### src/rtl/uart_sic_pkg.sv
package uart_sic_pkg;

    localparam int SRC_RDA  = 0;
    localparam int SRC_THRE = 1;
    localparam int SRC_RLS  = 2;
    localparam int SRC_ADDR = 3;
    localparam int SRC_MS   = 4;
    localparam int NSRC     = 5;

    localparam int IER_USED = 6;

    typedef enum logic [1:0] {
        MODE_450 = 2'd0,
        MODE_550 = 2'd1,
        MODE_650 = 2'd2,
        MODE_750 = 2'd3
    } compat_e;

    typedef enum logic [1:0] {
        RA_IER  = 2'd0,
        RA_LSR  = 2'd1,
        RA_MCR  = 2'd2,
        RA_NONE = 2'd3
    } reg_addr_e;

    typedef struct packed {
        logic push;
        logic par;
        logic frm;
        logic brk;
        logic addr;
    } rx_evt_t;

    function automatic logic err_cause(rx_evt_t e, logic nine);
        return e.push && (e.brk || e.frm || (e.par && !nine));
    endfunction

    function automatic logic sleep_on(logic en4, logic en5, compat_e m, logic nine);
        return en4 || (en5 && (m == MODE_750) && !nine);
    endfunction

endpackage

### src/rtl/uart_sic_flags.sv
module uart_sic_flags
    import uart_sic_pkg::*;
(
    input  logic    clk,
    input  logic    rst,
    input  rx_evt_t evt,
    input  logic    nine,
    input  logic    rd_clr,
    output logic    err_q,
    output logic    addr_q
);
    logic err_set;
    logic addr_set;

    assign err_set  = err_cause(evt, nine);
    assign addr_set = evt.push && evt.addr && nine;

    always_ff @(posedge clk) begin
        if (rst) begin
            err_q  <= 1'b0;
            addr_q <= 1'b0;
        end else begin
            if (err_set)     err_q <= 1'b1;
            else if (rd_clr) err_q <= 1'b0;
            if (addr_set)    addr_q <= 1'b1;
            else if (rd_clr) addr_q <= 1'b0;
        end
    end
endmodule

### src/rtl/uart_sic_regs.sv
module uart_sic_regs
    import uart_sic_pkg::*;
#(
    parameter int REG_W = 8
) (
    input  logic             clk,
    input  logic             rst,
    input  logic             wr,
    input  reg_addr_e        addr,
    input  logic [REG_W-1:0] wdata,
    output logic [REG_W-1:0] ier_q,
    output logic [REG_W-1:0] mcr_q
);
    localparam logic [REG_W-1:0] IER_MASK = REG_W'((1 << IER_USED) - 1);

    always_ff @(posedge clk) begin
        if (rst) begin
            ier_q <= '0;
            mcr_q <= '0;
        end else if (wr) begin
            case (addr)
                RA_IER:  ier_q <= wdata & IER_MASK;
                RA_MCR:  mcr_q <= wdata;
                default: ;
            endcase
        end
    end
endmodule

### src/rtl/uart_sic_irq.sv
module uart_sic_irq
    import uart_sic_pkg::*;
(
    input  logic [NSRC-1:0] src,
    input  logic [NSRC-1:0] en,
    output logic            irq,
    output logic            lvl1
);
    logic [NSRC-1:0] act;

    for (genvar i = 0; i < NSRC; i++) begin : g_src
        assign act[i] = src[i] & en[i];
    end

    assign irq  = |act;
    assign lvl1 = act[SRC_RLS] | act[SRC_ADDR];
endmodule

### src/rtl/uart_sic_top.sv
module uart_sic_top
    import uart_sic_pkg::*;
#(
    parameter int REG_W = 8
) (
    input  logic             clk,
    input  logic             rst,
    input  logic [1:0]       mode_sel,
    input  logic             nine_bit_en,
    input  logic             rx_push,
    input  logic             rx_par_err,
    input  logic             rx_frm_err,
    input  logic             rx_brk,
    input  logic             rx_addr_bit,
    input  logic             rx_avail,
    input  logic             thr_empty,
    input  logic             tsr_empty,
    input  logic             msr_delta,
    input  logic             int_sel,
    input  logic             reg_wr,
    input  logic             reg_rd,
    input  logic [1:0]       reg_addr,
    input  logic [REG_W-1:0] reg_wdata,
    output logic [REG_W-1:0] reg_rdata,
    output logic             irq,
    output logic             irq_lvl1,
    output logic             irq_oe,
    output logic             sleep_req
);
    localparam int LSR_ERR  = 7;
    localparam int LSR_TEMT = 6;
    localparam int LSR_THRE = 5;
    localparam int MCR_OE   = 3;

    compat_e         mode;
    reg_addr_e       ra;
    rx_evt_t         evt;
    logic            err_flag;
    logic            addr_flag;
    logic            lsr_rd;
    logic [REG_W-1:0] ier_bits;
    logic [REG_W-1:0] mcr_bits;
    logic [REG_W-1:0] lsr_val;
    logic [NSRC-1:0] src;
    logic [NSRC-1:0] en;

    assign mode   = compat_e'(mode_sel);
    assign ra     = reg_addr_e'(reg_addr);
    assign evt    = '{push: rx_push, par: rx_par_err, frm: rx_frm_err,
                      brk: rx_brk, addr: rx_addr_bit};
    assign lsr_rd = reg_rd && (ra == RA_LSR);

    uart_sic_flags u_flags (
        .clk    (clk),
        .rst    (rst),
        .evt    (evt),
        .nine   (nine_bit_en),
        .rd_clr (lsr_rd),
        .err_q  (err_flag),
        .addr_q (addr_flag)
    );

    uart_sic_regs #(.REG_W(REG_W)) u_regs (
        .clk   (clk),
        .rst   (rst),
        .wr    (reg_wr),
        .addr  (ra),
        .wdata (reg_wdata),
        .ier_q (ier_bits),
        .mcr_q (mcr_bits)
    );

    assign src[SRC_RDA]  = rx_avail;
    assign src[SRC_THRE] = thr_empty;
    assign src[SRC_RLS]  = err_flag;
    assign src[SRC_ADDR] = addr_flag;
    assign src[SRC_MS]   = msr_delta;

    assign en[SRC_RDA]   = ier_bits[0];
    assign en[SRC_THRE]  = ier_bits[1];
    assign en[SRC_RLS]   = ier_bits[2];
    assign en[SRC_ADDR]  = ier_bits[2] & nine_bit_en;
    assign en[SRC_MS]    = ier_bits[3];

    uart_sic_irq u_irq (
        .src  (src),
        .en   (en),
        .irq  (irq),
        .lvl1 (irq_lvl1)
    );

    always_comb begin
        lsr_val           = '0;
        lsr_val[LSR_ERR]  = err_flag && (mode != MODE_450);
        lsr_val[LSR_TEMT] = thr_empty && tsr_empty;
        lsr_val[LSR_THRE] = thr_empty;
    end

    always_comb begin
        case (ra)
            RA_IER:  reg_rdata = ier_bits;
            RA_LSR:  reg_rdata = lsr_val;
            RA_MCR:  reg_rdata = mcr_bits;
            default: reg_rdata = '0;
        endcase
    end

    assign irq_oe    = int_sel || mcr_bits[MCR_OE];
    assign sleep_req = sleep_on(ier_bits[4], ier_bits[5], mode, nine_bit_en);
endmodule

### config.mk
export PLATFORM = sky130hd
export DESIGN_NAME = uart_sic_top
export DESIGN_NICKNAME = d
export VERILOG_FILES = /design/src/rtl/uart_sic_pkg.sv /design/src/rtl/uart_sic_flags.sv /design/src/rtl/uart_sic_regs.sv /design/src/rtl/uart_sic_irq.sv /design/src/rtl/uart_sic_top.sv
export SDC_FILE = /design/constraint.sdc
export NUM_CORES = 1
export LEC_CHECK = 0
export CAP_MARGIN = 10
export CORE_MARGIN = 2
export CORE_UTILIZATION = 60
export CTS_CLUSTER_DIAMETER = 50
export DETAILED_ROUTE_END_ITERATION = 6
export DONT_BUFFER_PORTS = 1
export GPL_TIMING_DRIVEN = 0
export PLACE_DENSITY = 0.76
export SYNTH_ARGS = -nofsm -noshare
export SYNTH_HDL_FRONTEND = slang
export SYNTH_SLANG_ARGS = --single-unit
### constraint.sdc
create_clock -name clk -period 3.15 [get_ports clk]
set_clock_uncertainty 0.15 [all_clocks]
set_input_delay 0.4725 -clock clk [delete_from_list [all_inputs] [get_ports clk]]
set_output_delay 0.4725 -clock clk [all_outputs]
set_load 0.005 [all_outputs]
# == After elaboration in Yosys (flattened, before gate mapping) ==
# Cells that the tools add are included.
# totals
in_bits,27
output_inout_bits,12
ff_bits,16
# op_classes
eq_ne,3
n_reduce_logical,21
bitwise_logic,7
mux,4
# ops
operator,count
$pmux 8 s3,1
$logic_and 1x1->1,9
$and 1x1->1,6
$reduce_bool 2->1,3
$reduce_or 5->1,1
$eq 2x2->1 const B,2
$logic_or 1x1->1,4
$reduce_and 2->1,2
$mux 1,3
$eq 2x1->1 const B,1
$logic_not 2->1,1
$logic_not 1->1,1
$or 1x1->1,1

# == Longest topological paths before layout ==
# depth
word_depth,5
mapped_depth,4
mapped_depth_nobuf,3

# == Modules after synthesis ==
# Synthesis repeated with hierarchy kept, for this count alone.
# hier_totals
hier_cells,102
area_unflattened_um2,929.6
# by_module_without_submodules
module,seq_area_each_um2,area_each_um2,n_inst,cells_each
uart_sic_regs,280.3,628.1,1,61
uart_sic_top,0.0,197.7,1,29
uart_sic_flags,40.0,78.8,1,9
uart_sic_irq,0.0,25.0,1,3

# == Worst setup path before layout ==
# Ideal clock, no wire load.
# synth_timing
path_type,in2out
from,input port reg_addr[0]
to,output port reg_rdata[6]
required_time_ps,2527
setup_slack_ps,1522
arrival_time_ps,1006
path_buffers,1
cell_stages,3
cell_sequence,buf_4 -> nor2b_1 -> a32o_1
# synth_between
elab_chain_cells,2
# synth_lines
element,line_no,source
start: declaration,uart_sic_top.sv:22,"input logic [1:0] reg_addr,"
$eq 2x2->1 (tied with other cells),uart_sic_top.sv:100,case (ra)
$pmux 8 s3 (*),uart_sic_top.sv:100,
end: declaration,uart_sic_top.sv:24,"output logic [REG_W-1:0] reg_rdata,"
# Every way passes the cells marked *; elsewhere a longest branch is shown, timed or not.

# == Worst setup path in the final report ==
# layout_timing
from,input port reg_addr[1]
to,output port reg_rdata[6]
# The elaborated chain is that of the path after synthesis.

==> impl_metrics.py <==
metrics = {
    "outcome": {
        "outcome": "complete, no violations",
    },
    "setup_path": {
        "cp_max_fo": 10,
        "crit_start": "reg_addr[1]",
        "path_class": "in2out",
        "end_kind": "output pin",
        "regToRegEndpoint": "u_flags.addr_q$_SDFFE_PP0P_",
        "crit_end": "reg_rdata[6]",
        "critPathLaunchType": "primary input",
        "cp.required_ns": 2.53,
        "cp.arrival_ns": 1.05,
        "r2r_setup_slack_ns": 2.34,
        "r2r_cells": 2,
        "r2r_start": "u_flags.addr_q$_SDFFE_PP0P_",
    },
    "floorplan": {
        "die_w_um": 40.19,
        "rows": 13,
        "start_util_pct": 61.93,
        "die_y_um": 40.19,
        "dieArea_sq_um": 1615,
        "io_pins": 39,
        "core_sq_um": 1269,
    },
    "job": {
        "drv_cap": 0,
    },
    "timing": {
        "setup_viol": 0,
        "fin_tns_setup_ns": 0,
        "hold_violations": 0,
        "worst_pin_slew_ns": 0.4828,
        "grt_setup_unrepaired": "no",
        "max_freq_mhz": 596.9,
        "maxSlewViolCount": 0,
        "period_share_pct": 53.19,
        "post-route-min-period_ns": 1.675,
        "slew_headroom_pct": 67.78,
    },
    "power_and_ir_drop": {
        "peakVddDrop_uv": 304.4,
        "power.share.clock_pct": 29.7,
        "powerDensity_nw_per_um2": 437.8,
        "sw_frac_of_total_pct": 24.69,
        "power_frac_comb_pct": 11.1,
        "p_leak_nw": 0.3265,
        "p_int_mw": 0.2727,
        "seq_power_share_pct": 59.2,
        "power.net_switching_mw": 0.08942,
    },
    "clock_network": {
        "cts-root-buf": "clkbuf_4",
        "postCtsSetupBuffers": 0,
        "clock_latency_ns": 0.28,
        "clock_sinks": 16,
        "cts_resized": 0,
        "clockBufferDepth": 2,
        "htreeDepth": 1,
        "clkSlewWorstSetupHoldPaths_ns": 0.09,
        "cts_inserted_buffers": 3,
        "ctsHoldBuffers": 0,
        "cts_tree": "done",
    },
    "detailed_routing": {
        "drtIter0Drc": 4,
        "wirelength_um": 1657,
        "viasPerCell": 5.802,
        "drc": 0,
        "num_vias": 644,
        "detail-route-antenna-nets": 0,
        "post_drt_wl_per_cell_um": 14.93,
        "drt_pass1_iterations": 4,
    },
    "yosys": {
        "syn_avg_cell_area_sq_um": 8.449,
        "netlist_instances": 93,
        "synth.yosys.seq_area_share_pct": 40.76,
        "yosysWarnings": 0,
        "syn_nets": 120,
        "syn_area_sq_um": 785.8,
        "ys_ff_latch": 16,
        "synth_cell_types": 23,
    },
    "cells_and_area": {
        "num_antenna_cells": 0,
        "drive_above_1_share_pct": 10.42,
        "fin_area_sq_um": 827.0,
        "fin_nets": 125,
        "area_growth_pct": 5.255,
    },
    "global_route": {
        "grt_pass1_wl_um": 2311,
        "grt_max_degree": 11,
        "overflow": 0,
        "first_global_vias": 571,
        "antenna_found_initial": 0,
        "grt_usage_pct": 22.69,
    },
    "placement": {
        "gp_congestion": 0.7698,
        "hpwl_um": 1223,
        "io_buffers": 0,
        "placed_area_sq_um": 804.5,
    },
    "min_path": {
        "hold_class": "in2reg",
    },
}
-- worst max-delay path: stages --
cell and delay [ns]:
buf_4 0.17, nor2b_1 0.23, a32o_1 0.18
-- cells in the final DEF (no fill, tap or decap) --
master and n:
or2_2 1, and3b_2 1, mux2i_1 12, dfxtp_1 16, inv_1 1, buf_4 2, o211ai_1 1, nor2b_1 4
clkbuf_2 1, nor2_1 12, o21ai_0 1, a21oi_1 10, nand3b_1 1, nand3b_2 1, a32o_1 1, a41o_1 1
clkbuf_4 3, nand2b_1 1, nor3b_4 1, a32oi_1 1, a222oi_1 1, clkbuf_1 2, nand2_1 20, o31ai_1 1
-- metrics by stage --
step                cells  worst slack (ns)  total power [mW]  hold WS, ns  util (%)
detailed placement    108             1.459            0.2598       0.2966     63.41
CTS                   111             1.458            0.3626       0.1601     65.19
floorplan              93             1.522            0.2520       0.2857         -
global placement      108             1.477            0.2590       0.2921     63.41
global route          111             1.363            0.3768       0.1510     65.19
finish                111             1.475            0.3621       0.1591     65.19
-- registers in the layout (all words and copies together) (netlist names) --
| signal | cells |
|---|---|
| u_regs.mcr_q | 8 |
| u_regs.ier_q | 6 |
| u_flags.addr_q | 1 |
| u_flags.err_q | 1 |
-- per-layer routing --
layer	share of wire [%]	vias up	global-route usage, %
li1	-	327	-
met1	44	283	28.42
met2	45	29	35.89
met3	8.8	5	5.000
met4	1.8	0	12.50
met5	0	-	0
-- synthesized netlist by cell type, drive strengths merged --
| library cell | instances | area, sq um |
|---|---|---|
| and3b | 1 | 10.01 |
| nor2b | 4 | 25.02 |
| a41o | 1 | 10.01 |
| nand2b | 1 | 6.260 |
| a32oi | 1 | 8.760 |
| o211ai | 1 | 7.510 |
| a21oi | 10 | 50.05 |
| inv | 1 | 3.750 |
| mux2i | 12 | 120.1 |
| nand2 | 20 | 75.07 |
| nor3b | 1 | 18.77 |
| a222oi | 1 | 10.01 |
| o21ai | 1 | 5.000 |
| dfxtp | 16 | 320.3 |
| nand3b | 2 | 18.77 |
| o31ai | 1 | 7.510 |
| a32o | 1 | 10.01 |
| buf | 2 | 15.01 |
| nor2 | 12 | 45.04 |
| clkbuf | 3 | 12.51 |
| or2 | 1 | 6.260 |
-- area by class of cell --
cell class,count,area [sq um]
Tap cell,15,18.77
Inverter,1,3.754
Fill cell,124,441.7
Multi-Input combinational cell,71,434.2
Buffer,5,27.53
Clock buffer,3,22.52
Sequential cell,16,320.3
-- cell families after synthesis --
kind of cell / synth area share (%)
AOI/OAI and AO/OA: 13.85
DFF: 40.76
muxes: 15.29
buffers and inverters: 3.980
and+or+nand+nor: 26.12
-- worst min-delay path by stage --
stage	from	cells past startpoint	slack (ns)	endpoint
after global placement	u_regs.mcr_q[0]$_SDFFE_PP0P_	2	0.29	u_regs.mcr_q[0]$_SDFFE_PP0P_
after detailed placement	u_regs.mcr_q[4]$_SDFFE_PP0P_	2	0.30	u_regs.mcr_q[4]$_SDFFE_PP0P_
after global routing	reg_wdata[5]	2	0.15	u_regs.mcr_q[5]$_SDFFE_PP0P_
after CTS	reg_wdata[3]	2	0.16	u_regs.mcr_q[3]$_SDFFE_PP0P_
final	reg_wdata[6]	2	0.16	u_regs.mcr_q[6]$_SDFFE_PP0P_
after floorplan	u_regs.mcr_q[6]$_SDFFE_PP0P_	2	0.29	u_regs.mcr_q[6]$_SDFFE_PP0P_
-- power by group through the flow --
stage	combinational, mW	sequential (mW)	clock, mW
6_report	0.0401	0.214	0.108
5_1_grt	0.0446	0.215	0.117
4_1_cts	0.0408	0.215	0.107
3_5_place_dp	0.0406	0.219	0
3_3_place_gp	0.0400	0.219	0
2_1_floorplan	0.0341	0.218	0
Note: power is estimated with default switching activity, not from simulation.
